--- src/rtl/eeRdPkg.sv ---
package eeRdPkg;
  // read opcode sent ahead of the address, first bit first
  localparam logic [2:0] READ_OP = 3'b110;

  typedef enum logic [2:0] {
    ST_IDLE,
    ST_LO,
    ST_HI,
    ST_GAP,
    ST_FIN
  } eeStateT;

  // strobes from control to datapath
  typedef struct packed {
    logic loadBurst;
    logic shiftCmd;
    logic captureBit;
    logic emitWord;
    logic reloadCmd;
    logic driveCmd;
  } eeCtlT;
endpackage

--- src/rtl/eeRdCtrl.sv ---
module eeRdCtrl
  import eeRdPkg::*;
#(
  parameter int CMD_W   = 11,
  parameter int DATA_W  = 16,
  parameter int CNT_W   = 9,
  parameter int PHASE_W = 8
) (
  input  logic               clk,
  input  logic               rstN,
  input  logic               startReq,
  input  logic [CNT_W-1:0]   wordCount,
  input  logic [PHASE_W-1:0] phaseLen,
  output eeCtlT              ctl,
  output logic               eeCs,
  output logic               eeSclk,
  output logic               busy,
  output logic               done
);
  localparam int LAST_BIT = CMD_W + DATA_W - 1;
  localparam int BIT_W    = $clog2(LAST_BIT + 1);

  eeStateT            state;
  logic [PHASE_W-1:0] phaseCnt;
  logic [PHASE_W-1:0] lastPhase;
  logic [BIT_W-1:0]   bitCnt;
  logic [CNT_W-1:0]   wordsLeft;
  logic               phaseEnd;
  logic               inFrame;
  logic               lastBit;

  assign phaseEnd = (phaseCnt == lastPhase);
  assign inFrame  = (state == ST_LO) || (state == ST_HI);
  assign lastBit  = (bitCnt == BIT_W'(LAST_BIT));

  always_comb begin
    ctl            = '0;
    ctl.loadBurst  = (state == ST_IDLE) && startReq;
    ctl.shiftCmd   = (state == ST_HI) && phaseEnd && (bitCnt < BIT_W'(CMD_W));
    ctl.captureBit = (state == ST_HI) && phaseEnd && (bitCnt >= BIT_W'(CMD_W));
    ctl.emitWord   = (state == ST_HI) && phaseEnd && lastBit;
    ctl.reloadCmd  = (state == ST_GAP) && phaseEnd && (wordsLeft != CNT_W'(1));
    ctl.driveCmd   = inFrame && (bitCnt < BIT_W'(CMD_W));
  end

  always_ff @(posedge clk or negedge rstN) begin
    if (!rstN) begin
      state     <= ST_IDLE;
      phaseCnt  <= '0;
      lastPhase <= '0;
      bitCnt    <= '0;
      wordsLeft <= '0;
    end else begin
      case (state)
        ST_IDLE: if (startReq) begin
          lastPhase <= (phaseLen == '0) ? '0 : phaseLen - 1'b1;
          wordsLeft <= wordCount;
          bitCnt    <= '0;
          phaseCnt  <= '0;
          state     <= (wordCount == '0) ? ST_FIN : ST_LO;
        end
        ST_LO: begin
          if (phaseEnd) begin
            phaseCnt <= '0;
            state    <= ST_HI;
          end else phaseCnt <= phaseCnt + 1'b1;
        end
        ST_HI: begin
          if (phaseEnd) begin
            phaseCnt <= '0;
            if (lastBit) begin
              bitCnt <= '0;
              state  <= ST_GAP;
            end else begin
              bitCnt <= bitCnt + 1'b1;
              state  <= ST_LO;
            end
          end else phaseCnt <= phaseCnt + 1'b1;
        end
        ST_GAP: begin
          if (phaseEnd) begin
            phaseCnt <= '0;
            if (wordsLeft == CNT_W'(1)) state <= ST_FIN;
            else begin
              wordsLeft <= wordsLeft - 1'b1;
              state     <= ST_LO;
            end
          end else phaseCnt <= phaseCnt + 1'b1;
        end
        default: state <= ST_IDLE;
      endcase
    end
  end

  assign eeCs   = inFrame;
  assign eeSclk = (state == ST_HI);
  assign busy   = inFrame || (state == ST_GAP);
  assign done   = (state == ST_FIN);
endmodule

--- src/rtl/eeRdPath.sv ---
module eeRdPath
  import eeRdPkg::*;
#(
  parameter int ADDR_W = 8,
  parameter int DATA_W = 16,
  parameter int CNT_W  = 9,
  parameter int CMD_W  = 11
) (
  input  logic              clk,
  input  logic              rstN,
  input  eeCtlT             ctl,
  input  logic [ADDR_W-1:0] startOffset,
  input  logic              swapBytes,
  input  logic              eeDo,
  output logic              eeDi,
  output logic              wordValid,
  output logic [DATA_W-1:0] wordData,
  output logic [CNT_W-1:0]  wordIndex
);
  localparam int HALF = DATA_W / 2;

  logic [ADDR_W-1:0] addrReg;
  logic [CMD_W-1:0]  cmdReg;
  logic [DATA_W-1:0] dataSh;
  logic [DATA_W-1:0] assembled;
  logic [DATA_W-1:0] swapped;
  logic [CNT_W-1:0]  idxCnt;
  logic              swapReg;

  assign assembled = {dataSh[DATA_W-2:0], eeDo};

  // byte exchange, one bit position at a time
  for (genvar b = 0; b < HALF; b++) begin : g_swap
    assign swapped[b]        = swapReg ? assembled[b + HALF] : assembled[b];
    assign swapped[b + HALF] = swapReg ? assembled[b]        : assembled[b + HALF];
  end

  always_ff @(posedge clk or negedge rstN) begin
    if (!rstN) begin
      addrReg   <= '0;
      cmdReg    <= '0;
      dataSh    <= '0;
      idxCnt    <= '0;
      swapReg   <= 1'b0;
      wordValid <= 1'b0;
      wordData  <= '0;
      wordIndex <= '0;
    end else begin
      wordValid <= 1'b0;
      if (ctl.loadBurst) begin
        cmdReg  <= {READ_OP, startOffset};
        addrReg <= startOffset + 1'b1;
        swapReg <= swapBytes;
        idxCnt  <= '0;
      end
      if (ctl.shiftCmd)   cmdReg <= {cmdReg[CMD_W-2:0], 1'b0};
      if (ctl.captureBit) dataSh <= assembled;
      if (ctl.emitWord) begin
        wordValid <= 1'b1;
        wordData  <= swapped;
        wordIndex <= idxCnt;
        idxCnt    <= idxCnt + 1'b1;
      end
      if (ctl.reloadCmd) begin
        cmdReg  <= {READ_OP, addrReg};
        addrReg <= addrReg + 1'b1;
      end
    end
  end

  assign eeDi = ctl.driveCmd & cmdReg[CMD_W-1];
endmodule

--- src/rtl/eeWordReader.sv ---
module eeWordReader
  import eeRdPkg::*;
#(
  parameter int ADDR_W  = 8,
  parameter int DATA_W  = 16,
  parameter int CNT_W   = 9,
  parameter int PHASE_W = 8
) (
  input  logic               clk,
  input  logic               rstN,
  input  logic               startReq,
  input  logic [ADDR_W-1:0]  startOffset,
  input  logic [CNT_W-1:0]   wordCount,
  input  logic               swapBytes,
  input  logic [PHASE_W-1:0] phaseLen,
  output logic               busy,
  output logic               done,
  output logic               wordValid,
  output logic [DATA_W-1:0]  wordData,
  output logic [CNT_W-1:0]   wordIndex,
  output logic               eeCs,
  output logic               eeSclk,
  output logic               eeDi,
  input  logic               eeDo
);
  localparam int CMD_W = ADDR_W + $bits(READ_OP);

  eeCtlT ctl;

  eeRdCtrl #(
    .CMD_W(CMD_W), .DATA_W(DATA_W), .CNT_W(CNT_W), .PHASE_W(PHASE_W)
  ) u_ctrl (
    .clk(clk), .rstN(rstN), .startReq(startReq), .wordCount(wordCount),
    .phaseLen(phaseLen), .ctl(ctl), .eeCs(eeCs), .eeSclk(eeSclk),
    .busy(busy), .done(done)
  );

  eeRdPath #(
    .ADDR_W(ADDR_W), .DATA_W(DATA_W), .CNT_W(CNT_W), .CMD_W(CMD_W)
  ) u_path (
    .clk(clk), .rstN(rstN), .ctl(ctl), .startOffset(startOffset),
    .swapBytes(swapBytes), .eeDo(eeDo), .eeDi(eeDi), .wordValid(wordValid),
    .wordData(wordData), .wordIndex(wordIndex)
  );
endmodule

--- config.mk ---
export PLATFORM = sky130hd
export DESIGN_NAME = eeWordReader
export DESIGN_NICKNAME = d
export VERILOG_FILES = /design/src/rtl/eeRdPkg.sv /design/src/rtl/eeRdCtrl.sv /design/src/rtl/eeRdPath.sv /design/src/rtl/eeWordReader.sv
export SDC_FILE = /design/constraint.sdc
export NUM_CORES = 1
export LEC_CHECK = 0
export BUFFER_PORTS_ARGS = -buffer_cell sky130_fd_sc_hd__buf_2
export CELL_PAD_IN_SITES_DETAIL_PLACEMENT = 0
export CELL_PAD_IN_SITES_GLOBAL_PLACEMENT = 1
export CORE_MARGIN = 2
export CORE_UTILIZATION = 25
export DETAILED_ROUTE_END_ITERATION = 16
export GPL_TIMING_DRIVEN = 0
export PLACE_DENSITY = 0.5
export SYNTH_ARGS = -nofsm -noshare
export SYNTH_HDL_FRONTEND = slang
export SYNTH_SLANG_ARGS = --single-unit
--- constraint.sdc ---
create_clock -name clk -period 4.4 [get_ports clk]
set_clock_uncertainty 0.05 [all_clocks]
set_input_delay 0.88 -clock clk [delete_from_list [all_inputs] [get_ports clk]]
set_output_delay 0.88 -clock clk [all_outputs]
set_load 0.01 [all_outputs]
==> After elaboration in Yosys (flattened, before gate mapping) <==
Cells that the tools add are included.
{ "word_totals": {"output_inout_bits": 31, "reg_bits": 103, "in_bits": 30} }
{ "op_classes": {"n_lt_le_gt_ge": 2, "n_bitwise": 1, "n_eq_ne": 13, "mux": 44, "add_sub_neg": 7, "n_reduce_logical": 25} }
{ "op_table": {"columns": ["op", "count"], "rows": [
  ["$mux W9", 5],
  ["$mux W8", 5],
  ["$mux W11", 3],
  ["$add A8 B1 Y8 const B", 3],
  ["$mux W3", 6],
  ["$pmux W9 S2", 1],
  ["$mux W1", 17],
  ["$pmux W8 S2", 1],
  ["$mux W5", 3],
  ["$pmux W3 S4", 1],
  ["$pmux W5 S2", 1],
  ["$reduce_bool A2 Y1", 5],
  ["$add A9 B1 Y9 const B", 1],
  ["$eq A9 B1 Y1 const B", 1],
  ["$logic_not A9 Y1", 1],
  ["$ne A9 B1 Y1 const B", 1],
  ["$sub A9 B1 Y9 const B", 1],
  ["$eq A8 B8 Y1", 1],
  ["$logic_and A1 B1 Y1", 8],
  ["$logic_not A8 Y1", 1],
  ["$reduce_and A4 Y1", 2],
  ["$sub A8 B1 Y8 const B", 1],
  ["$eq A3 B2 Y1 const B", 2],
  ["$ne A2 B1 Y1 const B", 3],
  ["15 further kinds", 18]
]} }

==> Logic depth before layout (Yosys ltp) <==
Gate-level depths: netlist of the first run.
{ "logic_depth": {"depth_word": 5, "ltp_mapped": 13, "mapped_depth_nobuf": 12} }

==> Hierarchy <==
From an unflattened synthesis of the first run, not the netlist that was laid out.
{ "hier_totals": {"cells_unflattened": 554, "hier_area_um2": 5499.0} }
{ "modules_own_cells": {"columns": ["module", "instances", "cells_each", "area_per_inst_um2"], "rows": [
  ["eeRdPath", 1, 318, 3402.0],
  ["eeRdCtrl", 1, 236, 2097.0]
]} }

==> Worst setup path after synthesis of the first run <==
Ideal clock, no wire load.
{ "synth_timing": {"path_type": "register to register", "start": "reg u_ctrl.state[2]", "end": "reg u_path.addrReg[6]", "setup_slack_ps": 1785, "path_buffers": 1, "stages_incl_launch_ff": 13, "period_less_slack_ps": 2615, "arrival_time_ps": 2496, "cell_sequence": "dfrtp_1 -> clkbuf_1 -> nor3b_2 -> nand3_1 -> nor2_1 -> nand2_1 -> nand2_1 -> ha_1 -> nand2_1 -> or2_2 -> nor3_1 -> o211ai_1 -> nand3_1"} }
{ "synth_between": {"elab_chain_len": 4, "elab_cells_between_ends": 7} }
{ "synth_lines": {"columns": ["element", "line", "source"], "rows": [
  ["start: declaration", "eeRdCtrl.sv:23", "eeStateT state;"],
  ["start signal: assignment", "eeRdCtrl.sv:60", "state <= (wordCount == '0) ? ST_FIN : ST_LO;"],
  ["$eq A3 B2 Y1", "eeRdCtrl.sv:42", "ctl.reloadCmd = (state == ST_GAP) && phaseEnd && (wordsLeft != CNT_W'(1));"],
  ["$logic_and A1 B1 Y1 (2 in series)", "eeRdCtrl.sv:42", null],
  ["$mux W8 or $reduce_bool A2 Y1 (tied branches)", null, null],
  ["end signal: assignment", "eeRdPath.sv:52", "addrReg <= startOffset + 1'b1;"],
  ["end signal: assignment", "eeRdPath.sv:66", "addrReg <= addrReg + 1'b1;"],
  ["end: declaration", "eeRdPath.sv:22", "logic [ADDR_W-1:0] addrReg;"]
]} }
Several ways; a longest one is shown, not always the timed one.
A chain may end at the register's enable or synchronous reset.

==> Worst setup path after layout of the first run <==
Same ends and word-level chain as after synthesis.

==> flow_summary.json, run 1 <==
{
  "outcome": "finished, final reports clean",
  "setup_repair_after_global_routing_missed_its_margin": "no",
  "met2_wirelength_mm": 6.32,
  "wire_length_of_the_first_global_routing_pass_mm": 23.4,
  "switchingPower_mw": 1.14,
  "hold_path.startpoint": "u_path.wordIndex[4]",
  "finalHoldViolCount": 0,
  "worst-endpoint-required_ns": 4.64,
  "finalSetupTns_ns": 0,
  "synth_top_cells_by_area": "sky130_fd_sc_hd__dfrtp_1 48%, sky130_fd_sc_hd__nand2_1 7.5%, sky130_fd_sc_hd__o21ai_0 5.4%",
  "cts_resized": 0,
  "finalSetupViolations": 0,
  "top_level_ports": 61,
  "regArea_um2": 2580,
  "route.detailed.wl_per_inst_um": 15.1,
  "first_pass_iters": 5,
  "synth_enable_flop_cells": 0,
  "gr-usage-all-layers": 0.131,
  "power.clock.fraction": 0.272,
  "worst-slew-pin-transition_ns": 1.29,
  "syn_to_final_growth_pct": 18.4,
  "tritoncts.num_buffers": 9,
  "post_synth_num_cell_types": 57,
  "synth_top_area_cell": "sky130_fd_sc_hd__dfrtp_1",
  "final-max-slew-violation-count": 0,
  "synth_top_area_share": 0.479,
  "timing.reg2reg.setup_slack_ns": 0.98,
  "comb_power_share": 0.279,
  "gp_routability_congestion": 0.759,
  "ff2ff_path_depth": 12,
  "hold_depth": 2,
  "min_delay_worst_endpoint": "u_path.wordIndex[4]",
  "finalCriticalPeriod_ns": 3.42,
  "synthMostInstantiatedCell": "sky130_fd_sc_hd__nand2_1",
  "setup.worst_path.class": "flop to flop",
  "vias_per_cell": 4.78,
  "timing.rr.start": "u_ctrl.state[2]",
  "irDropWorstVdd_mv": 0.167,
  "synthesis.yosys.warnings": 0,
  "commonest_cells_in_the_synthesized_netlist": "107 x sky130_fd_sc_hd__nand2_1, 103 x sky130_fd_sc_hd__dfrtp_1, 58 x sky130_fd_sc_hd__o21ai_0, 45 x sky130_fd_sc_hd__nor2_1, 22 x sky130_fd_sc_hd__nand3_1",
  "layout-drive-gt1-share": 0.189,
  "synth.cell_area_um2": 5380,
  "total_power_divided_by_cell_area_nw_per_um2": 497,
  "power.switching_fraction": 0.360,
  "route.top_layer_used": "met4",
  "fp.coreArea_um2": 21100,
  "detailroute.wirelength.met3_um": 593,
  "drt_drc_violations_left": 0,
  "grt-ovfl-total": 0,
  "drv_cap": 0,
  "postSynth.topFlopCell": "sky130_fd_sc_hd__dfrtp_1",
  "grt_start_max_net_pins": 66,
  "worst_ep_arrival_time_ns": 3.66,
  "worst_hold_check_path_type": "flop to flop",
  "layout_worst_path_cycle_share": 0.777,
  "first_global_vias": 4497,
  "cts_hold_buf": 0,
  "crit-reg2reg-capture": "u_path.addrReg[6]",
  "yosys_reg_bits": 103,
  "cts.clk_slew.worst_paths_ns": 0.07,
  "detailedRoute.firstIterationViolations": 222,
  "timing.critical_path.to_type": "flop",
  "n_antenna_cell": 0,
  "place_hpwl_mm": 10.4,
  "vias": 4425,
  "synth.yosys.seq_area_share": 0.479,
  "total_power_mw": 3.16,
  "die_width_um": 151,
  "worstPathMaxFanout": 10,
  "wirelength_mm": 14.0,
  "netlist_instances": 573,
  "ctsLongestPathBuffers": 2,
  "clock_insertion_delay_at_the_later_pin_of_the_skew_report_ns": 0.35,
  "start_kind": "flop",
  "route.antenna.remaining_nets": 0,
  "initial_utilization": 0.255,
  "max_slew_margin": 0.138,
  "asyncSetResetFlopFracSynth": 1.00,
  "dieHeight_um": 151,
  "port_buffers": 60,
  "ctsHtreeMaxLevel": 3,
  "clock_tree_from_tritoncts": "built",
  "final_nets": 683,
  "cts.repair_timing.setup_buffer_count": 0,
  "dieArea_um2": 22700,
  "m1WireLength_mm": 6.83,
  "p_int_mw": 2.03,
  "timing.fmax_ghz": 0.292,
  "power.share.sequential": 0.448,
  "post_synth.cell_area_avg_um2": 9.39,
  "power_leakage_nw": 2.84,
  "std_cell_rows": 53,
  "multiInputGateArea_um2": 2600,
  "syn-num-nets": 611,
  "tritoncts_num_sinks": 103,
  "clk_root_buf": "sky130_fd_sc_hd__clkbuf_16",
  "antenna_found_initial": 0,
  "num-fill-cells": 2249
}
==> state kept, by name (all words and copies together) (netlist names) <==
signal / count
u_ctrl.bitCnt: 5
u_ctrl.lastPhase: 8
u_ctrl.phaseCnt: 8
u_ctrl.state: 3
u_ctrl.wordsLeft: 9
u_path.addrReg: 8
u_path.cmdReg: 11
u_path.dataSh: 15
u_path.idxCnt: 9
u_path.swapReg: 1
u_path.wordData: 16
u_path.wordIndex: 9
u_path.wordValid: 1
==> logic make-up (layout without fill, tap and decap cells) <==
group	after synthesis	after routing	synth area share
mux	40	40	0.0789
buf+inv	37	114	0.0372
xor+xnor	22	22	0.0358
compound gates	129	129	0.144
simple gates	234	234	0.207
fa+ha+maj	8	8	0.0186
flops	103	103	0.479
==> worst max-delay path, stage by stage (launching register included) <==
cell and delay [ns]:
sky130_fd_sc_hd__dfrtp_1 0.42, sky130_fd_sc_hd__clkbuf_1 0.25, sky130_fd_sc_hd__nor3b_2 0.52, sky130_fd_sc_hd__nand3_1 0.22, sky130_fd_sc_hd__nor2_1 0.60, sky130_fd_sc_hd__nand2_1 0.17
sky130_fd_sc_hd__nand2_1 0.12, sky130_fd_sc_hd__ha_1 0.30, sky130_fd_sc_hd__nand2_1 0.08, sky130_fd_sc_hd__or2_2 0.29, sky130_fd_sc_hd__nor3_1 0.13, sky130_fd_sc_hd__o211ai_1 0.11
sky130_fd_sc_hd__nand3_1 0.11
==> cell type report <==
cell class,instances,share of cell area
sequential,103,0.405
timing repair buffer,61,0.0519
multi-input combinational,433,0.408
tap,275,0.0540
inverter,11,0.00845
buffer,26,0.0230
clock inverter,5,0.0100
clock buffer,11,0.0397
==> per-stage QoR <==
step	utilization	cell area (um^2)	hold WS, ns	std cells	setup slack (ns)
floorplan	-	5380	0.395	573	1.78
CTS	0.302	6370	0.427	925	0.934
global placement	0.286	6020	0.408	908	0.931
global route	0.302	6370	0.448	925	0.628
detailed placement	0.287	6050	0.408	909	0.973
finish	0.302	6370	0.422	925	0.979
==> power groups by stage <==
stage / logic (mW) / registers (mW) / clock network (mW)
finish: 0.884 / 1.42 / 0.862
global route: 1.02 / 1.46 / 0.935
detailed placement: 0.894 / 1.44 / 0
floorplan: 0.666 / 1.37 / 0
CTS: 0.898 / 1.42 / 0.896
global placement: 0.877 / 1.43 / 0
==> how the worst max path moves through the flow <==
stage	from	end	slack, ns	cells after the start
after global placement	u_ctrl.state[2]	u_path.addrReg[6]	0.93	12
after detailed placement	u_ctrl.state[2]	u_path.addrReg[6]	0.97	12
after CTS	u_ctrl.state[2]	u_path.addrReg[6]	0.93	12
final	u_ctrl.state[2]	u_path.addrReg[6]	0.98	12
after floorplan	u_ctrl.state[2]	u_path.addrReg[6]	1.78	12
after global routing	u_ctrl.state[2]	u_path.addrReg[6]	0.63	12
==> metal layers <==
| metal | vias to the layer above | GRT usage |
|---|---|---|
| met5 | - | 0 |
| met4 | 0 | 0.0481 |
| met3 | 13 | 0.0227 |
| met2 | 92 | 0.204 |
| met1 | 2140 | 0.182 |
| li1 | 2180 | - |
==> cells in the final DEF (no fill, tap or decap), types with 12 or more instances in the layout <==
master	instances
sky130_fd_sc_hd__mux2_2	19
sky130_fd_sc_hd__nand2_1	107
sky130_fd_sc_hd__mux2i_1	21
sky130_fd_sc_hd__dfrtp_1	103
sky130_fd_sc_hd__a21oi_1	21
sky130_fd_sc_hd__buf_2	68
sky130_fd_sc_hd__o21ai_0	58
sky130_fd_sc_hd__nand3_1	22
sky130_fd_sc_hd__nor2_1	45
sky130_fd_sc_hd__nand4_1	13
sky130_fd_sc_hd__xnor2_1	12
(Power assumes the default switching activity.)
==> run 2, diff against run 1 <==
--- a/config.mk
+++ b/config.mk
@@ -5,6 +5,7 @@
 export SDC_FILE = /design/constraint.sdc
 export NUM_CORES = 1
 export LEC_CHECK = 0
+export ABC_AREA = 1
 export BUFFER_PORTS_ARGS = -buffer_cell sky130_fd_sc_hd__buf_2
 export CELL_PAD_IN_SITES_DETAIL_PLACEMENT = 0
 export CELL_PAD_IN_SITES_GLOBAL_PLACEMENT = 1
@@ -12,7 +13,7 @@
 export CORE_UTILIZATION = 25
 export DETAILED_ROUTE_END_ITERATION = 16
 export GPL_TIMING_DRIVEN = 0
-export PLACE_DENSITY = 0.5
+export PLACE_DENSITY = 0.51
 export SYNTH_ARGS = -nofsm -noshare
 export SYNTH_HDL_FRONTEND = slang
 export SYNTH_SLANG_ARGS = --single-unit
==> constraint.sdc (replaced) <==
create_clock -name clk -period 3.15 [get_ports clk]
set_clock_uncertainty 0.05 [all_clocks]
set_input_delay 0.63 -clock clk [delete_from_list [all_inputs] [get_ports clk]]
set_output_delay 0.63 -clock clk [all_outputs]
set_load 0.01 [all_outputs]
==> flow_summary.json, run 2 <==
{
  "n_antenna_cell": 0,
  "wirelength_mm": 13.9,
  "synth_enable_flop_cells": 0,
  "timing.critical_path.to_type": "output port",
  "finalSetupViolations": 0,
  "setup.worst_path.class": "flop to output port",
  "route.detailed.wl_per_inst_um": 14.0,
  "start_kind": "flop",
  "setup_repair_after_global_routing_missed_its_margin": "no",
  "yosys_reg_bits": 103,
  "power_leakage_nw": 3.13,
  "utilization_after_layout": 0.304,
  "cts_hold_buf": 0,
  "route.top_layer_used": "met4",
  "critical_path_buf_inv_count": 1,
  "detailedRoute.firstIterationViolations": 186,
  "vias": 4398,
  "commonest_cells_in_the_synthesized_netlist": "168 x sky130_fd_sc_hd__nand2_1, 103 x sky130_fd_sc_hd__dfrtp_1, 68 x sky130_fd_sc_hd__o21ai_0, 63 x sky130_fd_sc_hd__inv_1, 50 x sky130_fd_sc_hd__nor2_1",
  "reg_top3": "u_path.wordData (16), u_path.dataSh (15), u_path.cmdReg (11)",
  "synth.yosys.seq_area_share": 0.479,
  "cp_slowest_stage_delay_ns": 0.47,
  "clock_tree_from_tritoncts": "built",
  "gp_routability_congestion": 0.746,
  "irDropWorstVdd_mv": 0.217,
  "worst-endpoint-required_ns": 2.47,
  "drt_drc_violations_left": 0,
  "vias_per_cell": 4.44,
  "post-route-cell-area_um2": 6400,
  "post_synth.cell_area_avg_um2": 8.42,
  "syn-num-nets": 677,
  "final_nets": 749,
  "route.antenna.remaining_nets": 0,
  "place_area_um2": 6050,
  "outcome": "finished, final reports clean",
  "num-fill-cells": 2295,
  "ctsHtreeMaxLevel": 3,
  "drv_cap": 0,
  "finalSetupTns_ns": 0,
  "final_common_cell": "sky130_fd_sc_hd__nand2_1",
  "m1WireLength_mm": 6.40,
  "gr-usage-all-layers": 0.131,
  "worst_hold_check_path_type": "input port to asynchronous set/reset pin",
  "dieArea_um2": 22700,
  "power.clock.fraction": 0.286,
  "grt_start_max_net_pins": 55,
  "port_buffers": 60,
  "power.share.sequential": 0.396,
  "critical-path-top-delay-family": "simple AND/OR/NAND/NOR gates",
  "detailroute.wirelength.met3_um": 351,
  "grt-ovfl-total": 0,
  "cts.clk_slew.worst_paths_ns": 0.07,
  "clock_insertion_delay_at_the_later_pin_of_the_skew_report_ns": 0.35,
  "place_hpwl_mm": 10.4,
  "tritoncts.num_buffers": 9,
  "comb_power_share": 0.318,
  "syn_to_final_growth_pct": 19.0,
  "synth_top_area_share": 0.479,
  "top_level_ports": 61,
  "worst_ep_arrival_time_ns": 1.71,
  "postSynth.topFlopCell": "sky130_fd_sc_hd__dfrtp_1",
  "layout.cells.most_common_list": "168 x sky130_fd_sc_hd__nand2_1, 103 x sky130_fd_sc_hd__dfrtp_1, 68 x sky130_fd_sc_hd__o21ai_0",
  "switchingPower_mw": 1.67,
  "ctsLongestPathBuffers": 2,
  "std_cell_rows": 53,
  "largest-register": "u_path.wordData",
  "max_slew_margin": 0.339,
  "p_int_mw": 2.92,
  "tritoncts_num_sinks": 103,
  "met2_wirelength_mm": 6.95,
  "whs_ns": 0.275,
  "cts.repair_timing.setup_buffer_count": 0,
  "power.switching_fraction": 0.364,
  "die_width_um": 151,
  "layout-drive-gt1-share": 0.179,
  "dieHeight_um": 151,
  "finalCriticalPeriod_ns": 2.39,
  "layout_worst_path_cycle_share": 0.760,
  "synth_top_area_cell": "sky130_fd_sc_hd__dfrtp_1",
  "worst-slew-pin-transition_ns": 0.983,
  "critical_path.cell_chain": "nor3_4, or2_2, nand2_1, nor2_1, buf_2",
  "clk_root_buf": "sky130_fd_sc_hd__clkbuf_16",
  "total_power_divided_by_cell_area_nw_per_um2": 716,
  "post_synth_num_cell_types": 40,
  "cts_resized": 0,
  "synthMostInstantiatedCell": "sky130_fd_sc_hd__nand2_1",
  "largest_reg_flops": 16,
  "first_global_vias": 4507,
  "fp.coreArea_um2": 21100,
  "synthesis.yosys.warnings": 0,
  "asyncSetResetFlopFracSynth": 1.00,
  "timing.fmax_ghz": 0.418,
  "synth.cell_area_um2": 5380,
  "synth_top_cells_by_area": "sky130_fd_sc_hd__dfrtp_1 48%, sky130_fd_sc_hd__nand2_1 12%, sky130_fd_sc_hd__o21ai_0 6.3%",
  "worstPathMaxFanout": 6,
  "first_pass_iters": 4,
  "final-max-slew-violation-count": 0,
  "initial_utilization": 0.255,
  "wire_length_of_the_first_global_routing_pass_mm": 23.2,
  "netlist_instances": 639,
  "antenna_found_initial": 0,
  "crit_path_top_delay_cell": "sky130_fd_sc_hd__dfrtp_1",
  "finalHoldViolCount": 0
}
## run 2: path summary, 6_finish.rpt
kind | start | end | slack (ns) | depth (start not counted)
worst min register to register | u_path.idxCnt[8] | u_path.idxCnt[8] | 0.43 | 1
min in group clk | u_path.idxCnt[8] | u_path.idxCnt[8] | 0.43 | 1
worst min-delay path | rstN | u_path.wordData[8] | 0.28 | 1
max in group asynchronous | rstN | u_path.addrReg[7] | 2.05 | 2
worst max register to register | u_ctrl.wordsLeft[1] | u_path.addrReg[6] | 0.82 | 16
worst max-delay path | u_ctrl.state[2] | eeDi | 0.76 | 5
## run 2: kinds of logic (layout without fill, tap and decap cells)
| group | Yosys count | count (layout) | synth area share |
|---|---|---|---|
| AO/OA/AOI/OAI | 111 | 111 | 0.113 |
| XOR/XNOR | 12 | 12 | 0.0195 |
| adder cells (fa/ha/maj) | 8 | 8 | 0.0186 |
| buffers and inverters | 88 | 165 | 0.0677 |
| flip-flops | 103 | 103 | 0.479 |
| multiplexers | 29 | 29 | 0.0612 |
| AND/OR/NAND/NOR | 288 | 288 | 0.241 |
## run 2: area by class of cell
cell class	instances	area (um^2)	area share
inverter	72	272	0.0424
sequential	103	2580	0.403
clock inverter	5	105	0.0164
tap	275	344	0.0538
clock buffer	11	243	0.0379
multi-input combinational	448	2440	0.381
buffer	16	92.6	0.0145
timing repair buffer	61	330	0.0516
## run 2: power groups by stage
stage	Sequential (mW)	Clock [mW]	Combinational [mW]
floorplan	1.79	0	1.09
global placement	1.84	0	1.46
detailed placement	1.84	0	1.48
CTS	1.82	1.36	1.49
global route	1.86	1.41	1.70
finish	1.82	1.31	1.46
## run 2: per-stage QoR
stage	power, mW	std cells	setup WS (ns)
finish	4.58	991	0.756
global route	4.97	991	0.584
CTS	4.67	991	0.705
detailed placement	3.32	975	0.740
global placement	3.30	974	0.0876
floorplan	2.88	639	1.12
## run 2: per-layer routing
| layer | up-vias | global-route usage |
|---|---|---|
| li1 | 2227 | - |
| met1 | 2113 | 0.170 |
| met2 | 48 | 0.224 |
| met3 | 10 | 0.0179 |
| met4 | 0 | 0.0435 |
| met5 | - | 0 |
==> run 3, diff against run 2 <==
--- a/config.mk
+++ b/config.mk
@@ -13,7 +13,7 @@
 export CORE_UTILIZATION = 25
 export DETAILED_ROUTE_END_ITERATION = 16
 export GPL_TIMING_DRIVEN = 0
-export PLACE_DENSITY = 0.51
+export PLACE_DENSITY = 0.53
 export SYNTH_ARGS = -nofsm -noshare
 export SYNTH_HDL_FRONTEND = slang
 export SYNTH_SLANG_ARGS = --single-unit
==> constraint.sdc (replaced) <==
create_clock -name clk -period 2.1 [get_ports clk]
set_clock_uncertainty 0.05 [all_clocks]
set_input_delay 0.42 -clock clk [delete_from_list [all_inputs] [get_ports clk]]
set_output_delay 0.42 -clock clk [all_outputs]
set_load 0.01 [all_outputs]
==> flow_summary.json, run 3 (synthesis results as in run 2) <==
{
  "tritoncts_num_sinks": 103,
  "worst-endpoint-required_ns": 2.32,
  "ctsLongestPathBuffers": 2,
  "switchingPower_mw": 2.81,
  "setup.worst_path.class": "flop to flop",
  "power.clock.fraction": 0.225,
  "finalCriticalPeriod_ns": 2.10,
  "finalSetupTns_ns": -0.00252,
  "route.detailed.wl_per_inst_um": 14.3,
  "final_common_cell": "sky130_fd_sc_hd__nand2_1",
  "port_buffers": 60,
  "gp_routability_congestion": 0.841,
  "worst_hold_check_path_type": "input port to asynchronous set/reset pin",
  "timing.fmax_ghz": 0.476,
  "violations": "negative setup slack",
  "layout_worst_path_cycle_share": 1.00,
  "clock_tree_from_tritoncts": "built",
  "die_width_um": 151,
  "detailedRoute.firstIterationViolations": 211,
  "gr-usage-all-layers": 0.134,
  "route.top_layer_used": "met4",
  "clk_root_buf": "sky130_fd_sc_hd__clkbuf_16",
  "place_hpwl_mm": 10.3,
  "worst_ep_arrival_time_ns": 2.32,
  "m1WireLength_mm": 6.80,
  "setup_repair_after_global_routing_missed_its_margin": "yes",
  "utilization_after_layout": 0.334,
  "p_int_mw": 4.44,
  "vias": 4650,
  "worst-slew-pin-transition_ns": 0.990,
  "wirelength_mm": 14.9,
  "dieArea_um2": 22700,
  "ctsHtreeMaxLevel": 3,
  "grt_start_max_net_pins": 55,
  "clock_insertion_delay_at_the_later_pin_of_the_skew_report_ns": 0.35,
  "place.detailed.instances": 975,
  "detailedPlace.worstSlack_ns": -0.247,
  "largest-register": "u_path.wordData",
  "dieHeight_um": 151,
  "whs_ns": 0.0473,
  "timing.critical_path.to_type": "flop",
  "power_leakage_nw": 3.35,
  "place_area_um2": 6050,
  "layout-drive-gt1-share": 0.312,
  "detailroute.wirelength.met3_um": 430,
  "finalSetupViolations": 2,
  "initial_utilization": 0.255,
  "vias_per_cell": 4.47,
  "max_slew_margin": 0.334,
  "met2_wirelength_mm": 7.41,
  "comb_power_share": 0.393,
  "finalHoldViolCount": 0,
  "reg_top3": "u_path.wordData (16), u_path.dataSh (15), u_path.cmdReg (11)",
  "power.share.sequential": 0.382,
  "cts_hold_buf": 0,
  "start_kind": "flop",
  "final-max-slew-violation-count": 0,
  "final_nets": 797,
  "power.switching_fraction": 0.387,
  "syn_to_final_growth_pct": 31.1,
  "total_power_divided_by_cell_area_nw_per_um2": 1030,
  "layout.cells.non_filler": 1040,
  "fp.coreArea_um2": 21100,
  "outcome": "finished with violations",
  "cts.clk_slew.worst_paths_ns": 0.07,
  "top_level_ports": 61,
  "first_global_vias": 4641,
  "drv_cap": 0,
  "layout.cells.most_common_list": "149 x sky130_fd_sc_hd__nand2_1, 96 x sky130_fd_sc_hd__dfrtp_1, 60 x sky130_fd_sc_hd__buf_2",
  "route.antenna.remaining_nets": 0,
  "antenna_found_initial": 0,
  "fin_ws_ns": -0.00237,
  "worstPathMaxFanout": 6,
  "post-route-cell-area_um2": 7050,
  "irDropWorstVdd_mv": 0.340,
  "first_pass_iters": 5,
  "tritoncts.num_buffers": 9,
  "std_cell_rows": 53,
  "wire_length_of_the_first_global_routing_pass_mm": 23.6,
  "grt-ovfl-total": 0,
  "drt_drc_violations_left": 0,
  "largest_reg_flops": 16,
  "total_power_mw": 7.25
}
[run 3: final timing paths]
kind | start | end | slack, ns | cells after the start
max | u_ctrl.phaseCnt[2] | u_path.cmdReg[7] | -0.002 | 14
min | rstN | u_ctrl.wordsLeft[0] | 0.05 | 1
max reg2reg | u_ctrl.phaseCnt[2] | u_path.cmdReg[7] | -0.002 | 14
min reg2reg | u_path.wordData[6] | u_path.wordData[6] | 0.43 | 2
max in group asynchronous | rstN | u_ctrl.phaseCnt[0] | 1.22 | 2
min in group clk | phaseLen[0] | u_ctrl.lastPhase[0] | 0.22 | 2
[run 3: worst max-delay path: stages (launching register included)]
cell	delay (ns)
sky130_fd_sc_hd__dfrtp_1	0.43
sky130_fd_sc_hd__inv_2	0.08
sky130_fd_sc_hd__nand2_1	0.06
sky130_fd_sc_hd__nand2_1	0.04
sky130_fd_sc_hd__nor2_1	0.11
sky130_fd_sc_hd__nand2_1	0.09
sky130_fd_sc_hd__nor2_4	0.25
sky130_fd_sc_hd__buf_6	0.18
sky130_fd_sc_hd__nand2_8	0.07
sky130_fd_sc_hd__nor2_8	0.17
sky130_fd_sc_hd__inv_4	0.06
sky130_fd_sc_hd__buf_6	0.13
sky130_fd_sc_hd__nand2_1	0.05
sky130_fd_sc_hd__o21ai_1	0.06
sky130_fd_sc_hd__a31oi_1	0.19
[run 3: what timing repair did]
item,4_1_cts,5_1_grt
gates resized for setup,34,92
buffers inserted,23,22
pin swaps,16,29
setup endpoints to repair,64,68
gates cloned,1,2
hold endpoints to repair,0,0
[run 3: final cells by class]
cell class | instances | area, um^2
timing repair buffer | 108 | 709
sequential | 103 | 2590
tap | 275 | 344
clock buffer | 14 | 264
fill | 2248 | 14000
inverter | 72 | 280
multi-input combinational | 449 | 2720
antenna | 1 | 2.50
clock inverter | 2 | 15.0
buffer | 16 | 126
[run 3: layer usage]
layer / vias up / GRT usage
met1: 2243 / 0.172
met5: - / 0
met2: 60 / 0.229
li1: 2332 / -
met4: 0 / 0.0435
met3: 15 / 0.0248
[run 3: power by group through the flow]
stage | sequential [mW] | combinational (mW) | clock [mW]
6_report | 2.77 | 2.85 | 1.63
3_3_place_gp | 2.75 | 2.18 | 0
5_1_grt | 2.83 | 3.22 | 1.79
3_5_place_dp | 2.76 | 2.22 | 0
4_1_cts | 2.73 | 2.50 | 1.69
2_1_floorplan | 2.68 | 1.64 | 0
